## src/rtl/cta_pkg.sv

```systemverilog
`timescale 1ns/1ps
package cta_pkg;

  typedef enum logic [1:0] {
    TRIG_NONE  = 2'b00,
    TRIG_CALIB = 2'b01,
    TRIG_CTRL  = 2'b10
  } trig_kind_e;

endpackage

```

## src/rtl/cta_req_capture.sv

```systemverilog
`timescale 1ns/1ps
module cta_req_capture #(
  parameter int NUM_SRC = 8
) (
  input  logic               clk,
  input  logic               rst_n,
  input  logic [NUM_SRC-1:0] req_i,
  input  logic               eob_i,
  input  logic [NUM_SRC-1:0] mask_in_i,
  input  logic [NUM_SRC-1:0] mask_out_i,
  output logic [NUM_SRC-1:0] cand_o,
  output logic               eob_rise_o
);

  logic [NUM_SRC-1:0] req_prev_q, req_prev_d;
  logic               eob_prev_q, eob_prev_d;
  logic [NUM_SRC-1:0] rise;
  logic [NUM_SRC-1:0] phase_mask;

  always_comb begin
    req_prev_d = req_i;
    eob_prev_d = eob_i;
    rise       = req_i & ~req_prev_q;
    phase_mask = eob_i ? mask_out_i : mask_in_i;
    cand_o     = rise & phase_mask;
    eob_rise_o = eob_i & ~eob_prev_q;
  end

  always_ff @(posedge clk or negedge rst_n) begin
    if (!rst_n) begin
      req_prev_q <= '0;
      eob_prev_q <= 1'b0;
    end else begin
      req_prev_q <= req_prev_d;
      eob_prev_q <= eob_prev_d;
    end
  end

endmodule

```

## src/rtl/cta_prio_pick.sv

```systemverilog
`timescale 1ns/1ps
module cta_prio_pick #(
  parameter int NUM_SRC = 8,
  parameter int IDX_W   = 3,
  parameter int LCNT_W  = 4
) (
  input  logic [NUM_SRC-1:0] cand_i,
  input  logic               block_i,
  output logic [NUM_SRC-1:0] grant_o,
  output logic               grant_vld_o,
  output logic [IDX_W-1:0]   grant_idx_o,
  output logic [LCNT_W-1:0]  lose_cnt_o
);

  logic [NUM_SRC-1:0] losers;

  always_comb begin
    grant_o     = '0;
    grant_idx_o = '0;
    grant_vld_o = 1'b0;
    for (int i = 0; i < NUM_SRC; i++) begin
      if (!block_i && cand_i[i] && !grant_vld_o) begin
        grant_o[i]  = 1'b1;
        grant_idx_o = IDX_W'(i);
        grant_vld_o = 1'b1;
      end
    end
    losers     = cand_i & ~grant_o;
    lose_cnt_o = LCNT_W'($countones(losers));
  end

endmodule

```

## src/rtl/cta_delay_line.sv

```systemverilog
`timescale 1ns/1ps
module cta_delay_line
  import cta_pkg::*;
#(
  parameter int DEPTH = 16,
  parameter int SRC_W = 3,
  parameter int SEL_W = 5
) (
  input  logic             clk,
  input  logic             rst_n,
  input  logic             in_vld_i,
  input  trig_kind_e       in_kind_i,
  input  logic [SRC_W-1:0] in_src_i,
  input  logic [SEL_W-1:0] dly_i,
  output logic             out_vld_o,
  output trig_kind_e       out_kind_o,
  output logic [SRC_W-1:0] out_src_o
);

  localparam int TAP_W = $clog2(DEPTH);

  logic             vld_q  [DEPTH];
  trig_kind_e       kind_q [DEPTH];
  logic [SRC_W-1:0] src_q  [DEPTH];
  logic [TAP_W-1:0] tap;

  for (genvar g = 0; g < DEPTH; g++) begin : g_stage
    logic             vld_d;
    trig_kind_e       kind_d;
    logic [SRC_W-1:0] src_d;
    if (g == 0) begin : g_head
      always_comb begin
        vld_d  = in_vld_i;
        kind_d = in_vld_i ? in_kind_i : TRIG_NONE;
        src_d  = in_vld_i ? in_src_i : '0;
      end
    end else begin : g_body
      always_comb begin
        vld_d  = vld_q[g-1];
        kind_d = kind_q[g-1];
        src_d  = src_q[g-1];
      end
    end
    always_ff @(posedge clk or negedge rst_n) begin
      if (!rst_n) begin
        vld_q[g]  <= 1'b0;
        kind_q[g] <= TRIG_NONE;
        src_q[g]  <= '0;
      end else begin
        vld_q[g]  <= vld_d;
        kind_q[g] <= kind_d;
        src_q[g]  <= src_d;
      end
    end
  end

  always_comb begin
    if (dly_i == '0)                      tap = '0;
    else if (dly_i >= SEL_W'(DEPTH))      tap = TAP_W'(DEPTH - 1);
    else                                  tap = TAP_W'(dly_i - 1'b1);
    out_vld_o  = vld_q[tap];
    out_kind_o = kind_q[tap];
    out_src_o  = src_q[tap];
  end

endmodule

```

## src/rtl/calib_trig_arbiter.sv

```systemverilog
`timescale 1ns/1ps
module calib_trig_arbiter
  import cta_pkg::*;
#(
  parameter int NUM_SRC   = 8,
  parameter int MAX_DELAY = 16,
  parameter int CNT_W     = 16,
  localparam int SRC_W    = (NUM_SRC > 1) ? $clog2(NUM_SRC) : 1,
  localparam int DLY_W    = $clog2(MAX_DELAY + 1)
) (
  input  logic               clk,
  input  logic               rst_n,
  input  logic [NUM_SRC-1:0] req_i,
  input  logic               end_of_beam_i,
  input  logic [NUM_SRC-1:0] mask_in_burst_i,
  input  logic [NUM_SRC-1:0] mask_out_burst_i,
  input  logic [DLY_W-1:0]   delay_i,
  output logic               trig_valid_o,
  output logic [1:0]         trig_type_o,
  output logic [SRC_W-1:0]   trig_src_o,
  output logic [CNT_W-1:0]   refused_cnt_o
);

  localparam int LCNT_W = $clog2(NUM_SRC + 1);

  // reset: asserted asynchronously, released on the clock
  logic rst_meta_q, rst_n_s;
  always_ff @(posedge clk or negedge rst_n) begin
    if (!rst_n) begin
      rst_meta_q <= 1'b0;
      rst_n_s    <= 1'b0;
    end else begin
      rst_meta_q <= 1'b1;
      rst_n_s    <= rst_meta_q;
    end
  end

  logic [NUM_SRC-1:0] cand;
  logic               ctrl_fire;
  logic [NUM_SRC-1:0] grant;
  logic               grant_vld;
  logic [SRC_W-1:0]   grant_idx;
  logic [LCNT_W-1:0]  lose_cnt;

  cta_req_capture #(.NUM_SRC(NUM_SRC)) u_cap (
    .clk        (clk),
    .rst_n      (rst_n_s),
    .req_i      (req_i),
    .eob_i      (end_of_beam_i),
    .mask_in_i  (mask_in_burst_i),
    .mask_out_i (mask_out_burst_i),
    .cand_o     (cand),
    .eob_rise_o (ctrl_fire)
  );

  cta_prio_pick #(.NUM_SRC(NUM_SRC), .IDX_W(SRC_W), .LCNT_W(LCNT_W)) u_pick (
    .cand_i      (cand),
    .block_i     (ctrl_fire),
    .grant_o     (grant),
    .grant_vld_o (grant_vld),
    .grant_idx_o (grant_idx),
    .lose_cnt_o  (lose_cnt)
  );

  // entry slot: control trigger first, then the calibration winner
  logic             in_vld;
  trig_kind_e       in_kind;
  logic [SRC_W-1:0] in_src;
  always_comb begin
    in_vld  = ctrl_fire | grant_vld;
    in_kind = ctrl_fire ? TRIG_CTRL : (grant_vld ? TRIG_CALIB : TRIG_NONE);
    in_src  = ctrl_fire ? '0 : grant_idx;
  end

  trig_kind_e out_kind;
  cta_delay_line #(.DEPTH(MAX_DELAY), .SRC_W(SRC_W), .SEL_W(DLY_W)) u_dly (
    .clk        (clk),
    .rst_n      (rst_n_s),
    .in_vld_i   (in_vld),
    .in_kind_i  (in_kind),
    .in_src_i   (in_src),
    .dly_i      (delay_i),
    .out_vld_o  (trig_valid_o),
    .out_kind_o (out_kind),
    .out_src_o  (trig_src_o)
  );
  assign trig_type_o = out_kind;

  // saturating refusal counter
  logic [CNT_W:0]   cnt_sum;
  logic [CNT_W-1:0] cnt_q, cnt_d;
  logic             cnt_en;
  always_comb begin
    cnt_sum = {1'b0, cnt_q} + (CNT_W+1)'(lose_cnt);
    cnt_d   = cnt_sum[CNT_W] ? '1 : cnt_sum[CNT_W-1:0];
    cnt_en  = (lose_cnt != '0);
  end

  always_ff @(posedge clk or negedge rst_n_s) begin
    if (!rst_n_s)    cnt_q <= '0;
    else if (cnt_en) cnt_q <= cnt_d;
  end
  assign refused_cnt_o = cnt_q;

endmodule

```

## config.mk

```make
export PLATFORM = sky130hd
export DESIGN_NAME = calib_trig_arbiter
export DESIGN_NICKNAME = d
export VERILOG_FILES = /design/src/rtl/cta_pkg.sv /design/src/rtl/cta_req_capture.sv /design/src/rtl/cta_prio_pick.sv /design/src/rtl/cta_delay_line.sv /design/src/rtl/calib_trig_arbiter.sv
export SDC_FILE = /design/constraint.sdc
export NUM_CORES = 1
export LEC_CHECK = 0
export ABC_CLOCK_PERIOD_IN_PS = 9700
export CAP_MARGIN = 15
export CELL_PAD_IN_SITES_DETAIL_PLACEMENT = 0
export CELL_PAD_IN_SITES_GLOBAL_PLACEMENT = 2
export CORE_MARGIN = 3
export CORE_UTILIZATION = 46
export CTS_BUF_LIST = sky130_fd_sc_hd__clkbuf_16
export CTS_CLUSTER_SIZE = 28
export DETAILED_ROUTE_END_ITERATION = 8
export DONT_BUFFER_PORTS = 1
export GPL_TIMING_DRIVEN = 0
export HOLD_SLACK_MARGIN = 0.03
export PLACE_DENSITY = 0.84
export SLEW_MARGIN = 20
export SYNTH_ARGS = -nofsm -noshare
export SYNTH_HDL_FRONTEND = slang
export SYNTH_SLANG_ARGS = --single-unit
```

## constraint.sdc

```tcl
create_clock -name clk -period 9.7 [get_ports clk]
set_input_delay 1.94 -clock clk [delete_from_list [all_inputs] [get_ports clk]]
set_output_delay 1.94 -clock clk [all_outputs]
set_load 0.03 [all_outputs]
```

; After elaboration in Yosys (flattened, before gate mapping)
; Index checks and enable logic that the tools add are counted.
[word_totals]
word_cells = 138
ff_bits = 123
[classes]
n_reduce_logical = 25
mux = 40
order_cmp = 2
bitwise_logic = 9
n_addsub = 9
[ops]
columns = operator, n
row1 = $and A8 B8 Y8, 3
row2 = $mux W3, 8
row3 = $mux W1, 19
row4 = $add A16 B4 Y17, 1
row5 = $mux W16, 1
row6 = $not A8 Y8, 2
row7 = $logic_and A1 B1 Y1, 15
row8 = $add A4 B4 Y4, 3
row9 = $bmux W3 S4, 1
row10 = $mux W2, 6
row11 = $ge A5 B5 Y1 const B, 2
row12 = $add A1 B1 Y2, 4
row13 = $bmux W2 S4, 1
row14 = $logic_not A1 Y1, 8
row15 = $mux W4, 2
row16 = $mux W8, 1
row17 = $logic_not A5 Y1, 1
row18 = $not A4 Y5, 1
row19 = $bmux W1 S4, 1
row20 = $reduce_bool A4 Y1, 1
row21 = $sub A4 B1 Y4 const B, 1
row22 = $and A1 B1 Y1, 1
row23 = $not A1 Y1, 1
row24 = $or A1 B1 Y1, 1

; Depth between registers and ports, before layout
[logic_depth]
word_depth = 33
depth_mapped = 19
depth_no_buf = 18

; By module
; A second synthesis with hierarchy kept.
[hier_totals]
cells_unflattened = 501
area_unflattened_um2 = 5704.2
[modules_own_cells]
columns = module, seq_area_each_um2, area_per_inst_um2, n_inst, cells_each
row1 = cta_delay_line, 2402.3, 3788.6, 1, 307
row2 = calib_trig_arbiter, 450.4, 1099.8, 1, 113
row3 = cta_req_capture, 225.2, 422.9, 1, 27
row4 = cta_prio_pick, 0.0, 392.9, 1, 54

; Worst setup path after synthesis
; OpenSTA, ideal clock, no wires.
[synth_timing]
kind = input-to-reg
from = in end_of_beam_i
to = reg cnt_q[12] (netlist: refused_cnt_o[12])
cell_stages = 19
setup_slack_ns = 3.203
setup_time_ns = 0.127
arrival_ns = 6.369
required_ns = 9.573
cell_sequence = buf_2 > mux2_2 > nand3b_1 > nand2_1 > nor4_4 > nor2_1 > ha_1 > inv_1 > fa_1 > inv_1 > fa_1 > ha_1 > fa_1 > ha_1 > nor2b_1 > o21a_1 > o21a_1 > and4_1 > mux2_1
[synth_via]
elab_chain_len = 32
elab_cells_between_ends = 52
cone_classes = 8 x add/sub / 16 x mux / 4 x bitwise / 24 x reduce/logical
[synth_rtl]
columns = element, line_no
row1 = from (decl), calib_trig_arbiter.sv:14  ; input logic end_of_beam_i,
row2 = $mux W8 / $and A1 B1 Y1 (equally long branches), "cta_req_capture.sv:24, cta_req_capture.sv:26"
row3 = $and A8 B8 Y8 / $logic_not A1 Y1 (equally long branches), "cta_req_capture.sv:25, cta_prio_pick.sv:22"
row4 = $logic_and A1 B1 Y1, cta_prio_pick.sv:22  ; if (!block_i && cand_i[i] && !grant_vld_o) begin
row5 = $mux W1, cta_prio_pick.sv:22
row6 = $logic_not A1 Y1, cta_prio_pick.sv:22
row7 = $logic_and A1 B1 Y1, cta_prio_pick.sv:22
row8 = $mux W1, cta_prio_pick.sv:22
row9 = $logic_not A1 Y1, cta_prio_pick.sv:22
row10 = [... 16 more ...], -
row11 = $mux W1, cta_prio_pick.sv:22
row12 = $not A8 Y8, cta_prio_pick.sv:28  ; losers = cand_i & ~grant_o;
row13 = $and A8 B8 Y8 *, cta_prio_pick.sv:28
row14 = $add A1 B1 Y2 (implied by the code), cta_prio_pick.sv:29  ; lose_cnt_o = LCNT_W'($countones(losers));
row15 = $add A4 B4 Y4 (implied by the code), cta_prio_pick.sv:29
row16 = $add A4 B4 Y4 (implied by the code) *, cta_prio_pick.sv:29
row17 = $add A16 B4 Y17, calib_trig_arbiter.sv:94  ; cnt_sum = {1'b0, cnt_q} + (CNT_W+1)'(lose_cnt);
row18 = $mux W16, calib_trig_arbiter.sv:95  ; cnt_d = cnt_sum[CNT_W] ? '1 : cnt_sum[CNT_W-1:0];
row19 = to (signal assigned), calib_trig_arbiter.sv:101  ; else if (cnt_en) cnt_q <= cnt_d;
row20 = to (decl), calib_trig_arbiter.sv:91  ; logic [CNT_W-1:0] cnt_q, cnt_d;
; Every way passes the cells marked *; elsewhere a longest branch is shown, timed or not.
; A chain may end at the register's enable or synchronous reset.

; Worst setup path in the final report
[layout_timing]
from = in delay_i[0]
to = out trig_valid_o
[layout_via]
elab_chain_len = 7
elab_cells_between_ends = 9
cone_classes = 1 x add/sub / 1 x order compare / 5 x mux / 1 x bitwise / 1 x reduce/logical
[layout_rtl]
columns = element, line_no
row1 = from (decl), calib_trig_arbiter.sv:17  ; input logic [DLY_W-1:0] delay_i,
row2 = $sub A4 B1 Y4 / $ge A5 B5 Y1 (equally long branches), "cta_delay_line.sv:60, cta_delay_line.sv:59"
row3 = $mux W4, cta_delay_line.sv:59  ; else if (dly_i >= SEL_W'(DEPTH)) tap = TAP_W'(DEPTH - 1);
row4 = $mux W4 *, cta_delay_line.sv:58  ; if (dly_i == '0) tap = '0;
row5 = $not A4 Y5 (implied by the code) *, cta_delay_line.sv:61  ; out_vld_o = vld_q[tap];
row6 = $bmux W1 S4 *, cta_delay_line.sv:61
row7 = $mux W1 (implied by the code) * (2 in series), cta_delay_line.sv:61
row8 = to (decl), calib_trig_arbiter.sv:18  ; output logic trig_valid_o,
; Every way passes the cells marked *; elsewhere a longest branch is shown, timed or not. The select of a mux whose other input is x is not followed.

==> impl_metrics.py <==
metrics = {
    "global_routing": {
        "grt_util_all_layers_pct": 19.8,
        "antenna_found_initial": 0,
        "first_global_vias": 3843,
        "grt_overflow_total": 0,
        "grt_pass1_wl_mm": 19.5,
        "grt_max_degree": 62,
    },
    "worst_setup_path": {
        "cp_slowest_cell": "ha_1",
        "worst_ep_required_time_ns": 7.76,
        "start_kind": "input port",
        "path_depth": 12,
        "path_cells": "buf_2 > clkbuf_1 > buf_2 > inv_1 > ha_1 > nor2b_1 > buf_2 > nor2_1 > clkbuf_1 > o221ai_1 > o21ai_0 > a211o_1",
        "r2r_cells": 17,
        "crit_buf_inv": 6,
        "max_stage_delay_ns": 0.49,
        "cp-end-kind": "output pin",
        "crit_type": "input port to output pin",
        "crit_path_frequent_cell": "buf_2",
        "cp_top_family": "buffers and inverters",
        "critPathArrivalTime_ns": 5.40,
        "crit_fanout": 10,
    },
    "clocking": {
        "cts_resized": 0,
        "clk_path_buf_depth": 2,
        "clock_latency_ns": 0.42,
        "post_cts_buffers": 0,
        "clock_sinks": 123,
        "cts_made_buffers": 17,
        "htree_levels": 4,
        "cts_root_buffer": "clkbuf_16",
        "tritoncts": "built",
        "clk_pin_slew_worst_paths_ns": 0.05,
        "postCtsHoldBufs": 0,
    },
    "yosys": {
        "synth-edff-count": 0,
        "ys_types": 55,
        "synthAdderAreaFrac_pct": 4.65,
        "syn-num-nets": 505,
        "yosys_warnings": 0,
        "synth_compound_area_share_pct": 14.1,
        "synth-seq-area-share_pct": 57.2,
        "synth.area.mux_share_pct": 3.81,
        "synth_area_sq_mm": 0.00538,
        "synth_top_family_by_area": "simple AND/OR/NAND/NOR gates",
        "postSynthAreaPerCell_sq_um": 11.8,
        "synth_xor_area_share_pct": 0.976,
        "synth_async_sr_flop_share_pct": 100,
        "synth_simple_gate_area_share_pct": 15.9,
        "ys_seq_elements": 123,
        "yosys_most_used_dff": "dfrtp_1",
        "syn_inst": 456,
    },
    "final_layout": {
        "layout.cells.non_filler": 630,
        "syn2layout_area_growth_pct": 16.8,
        "layout_common_cells": "dfrtp_1 (122), o21ai_0 (30), nand3_1 (29)",
        "utilization_pct": 56.5,
        "layout_commonest_cell": "dfrtp_1",
        "antennaDiodeCount": 0,
        "drive_above_1_share_pct": 16.3,
        "finalNetCount": 526,
        "n_fill_cell": 939,
        "final_cell_area_sq_mm": 0.00629,
    },
    "floorplan": {
        "dieArea_sq_mm": 0.0130,
        "die_height_um": 114,
        "std_cell_rows": 38,
        "io-pin-count": 54,
        "start_util_pct": 48.4,
        "core_area_sq_mm": 0.0111,
        "die_w_um": 114,
    },
    "placement": {
        "dpl.cell_count": 598,
        "port_buffers": 0,
        "place_area_sq_mm": 0.00561,
        "globalplace.congestion": 0.759,
        "post-dp-hpwl_mm": 8.31,
    },
    "sta": {
        "hold_viol": 0,
        "worst_slew_pin_slew_ns": 0.751,
        "min_period_ns": 7.34,
        "clock_skew_ns": 0.0141,
        "final-setup-viol-count": 0,
        "slew_headroom_pct": 49.7,
        "clock.fmax_mhz": 136,
        "period_share_pct": 75.7,
        "setup-tns-final_ns": 0,
        "slew_viol_final": 0,
        "rsz0062_at_grt": "false",
    },
    "min_path": {
        "hold_path.class": "flop to asynchronous set/reset pin",
    },
    "power": {
        "power_density_mw_per_mm2": 248,
        "vdd_ir_drop_max_mv": 0.162,
        "leakagePower_nw": 2.79,
    },
    "run": {
        "maxCapViolations": 0,
    },
    "run_status": {
        "outcome": "finished clean",
    },
    "routing": {
        "ant_nets": 0,
        "drt_wl_total_mm": 11.7,
        "num_vias": 3577,
        "initialDrtViolationCount": 225,
        "routed_via_density": 5.68,
        "wl_per_cell_um": 18.6,
        "drc": 0,
        "drtPass1Iterations": 6,
    },
}
## worst paths after layout
path | startpoint | to | slack [ns]
min in group clk | rst_meta_q$_DFF_PN0_ | rst_n_s$_DFF_PN0_ | 0.35
worst min-delay path | rst_n_s$_DFF_PN0_ | refused_cnt_o[12]$_DFFE_PN0P_ | 0.22
worst min register to register | rst_n_s$_DFF_PN0_ | refused_cnt_o[12]$_DFFE_PN0P_ | 0.22
max in group asynchronous | rst_n | rst_n_s$_DFF_PN0_ | 8.42
worst max register to register | u_cap.req_prev_q[2]$_DFF_PN0_ | refused_cnt_o[12]$_DFFE_PN0P_ | 5.06
worst max-delay path | delay_i[0] | trig_valid_o | 2.36
## Yosys cell counts (all sizes together), types with 4 or more instances
cell type | count | area [sq um]
o21a | 9 | 67.6
mux2i | 7 | 70.1
o32ai | 6 | 52.6
fa | 5 | 100
a31oi | 6 | 37.5
ha | 12 | 150
o31a | 8 | 70.1
nand3b | 6 | 45.0
buf | 16 | 91.3
o221ai | 6 | 52.6
clkbuf | 10 | 37.5
and4 | 6 | 60.1
a21oi | 20 | 100
nor3b | 4 | 35.0
nor3 | 9 | 45.0
inv | 13 | 48.8
nor4 | 9 | 86.3
mux2 | 12 | 135
dfrtp | 123 | 3080
a211o | 7 | 61.3
nor2 | 15 | 58.8
nand3 | 35 | 205
nor2b | 15 | 93.8
o221a | 6 | 67.6
nand2b | 8 | 50.1
o21ai | 30 | 150
nand2 | 23 | 86.3
## sequential cells by signal (all words and copies together), names as in the netlist
signal                count
u_cap.req_prev_q          8
u_dly.g_stage.src_d      45
u_dly.kind_q              2
u_dly.vld_q               1
rst_n_s                   1
u_dly.src_q               3
rst_meta_q                1
u_dly.g_stage.kind_d     30
u_dly.g_stage.vld_d      15
u_cap.eob_prev_q          1
refused_cnt_o            16
## kinds of logic (layout without fill, tap and decap cells)
family | after synthesis | in the layout
buffers and inverters | 39 | 73
muxes | 19 | 19
adders and majority gates | 17 | 17
DFF | 123 | 123
AOI/OAI and AO/OA | 110 | 110
other | 1 | 1
and+or+nand+nor | 141 | 141
xor gates and xnor gates | 6 | 6
## power by group
| group | switching (mW) | total (mW) | leakage, nW | internal [mW] |
|---|---|---|---|---|
| combinational | 0.109 | 0.190 | 0.938 | 0.0801 |
| sequential | 0.0724 | 0.645 | 1.53 | 0.573 |
| clock | 0.224 | 0.726 | 0.323 | 0.503 |
| total | 0.406 | 1.56 | 2.79 | 1.16 |
## final cells by class
| class | instances | area [sq um] | share of cell area, % |
|---|---|---|---|
| tap | 140 | 175 | 2.79 |
| buffer | 26 | 129 | 2.05 |
| clock buffer | 17 | 425 | 6.77 |
| multi-input combinational | 294 | 2130 | 33.8 |
| inverter | 13 | 48.8 | 0.776 |
| sequential | 123 | 3080 | 49.0 |
| clock inverter | 15 | 253 | 4.02 |
| timing repair buffer | 2 | 47.5 | 0.756 |
## metal layers
metal	part of all wire (%)	up-vias	global-route usage [%]
met4	1.5	0	8.00
met3	4.6	21	6.92
met5	0	-	0
li1	-	1714	-
met2	51	78	32.1
met1	43	1764	24.2
## per-stage QoR
stage	power (mW)	setup slack [ns]	hold WS, ns
final	1.56	2.36	0.223
after global routing	1.64	2.14	0.251
after CTS	1.58	2.38	0.236
after detailed placement	0.846	2.37	0.232
after global placement	0.838	2.36	0.338
after floorplan	0.793	3.20	0.331
Note: power is estimated with default switching activity, not from simulation.
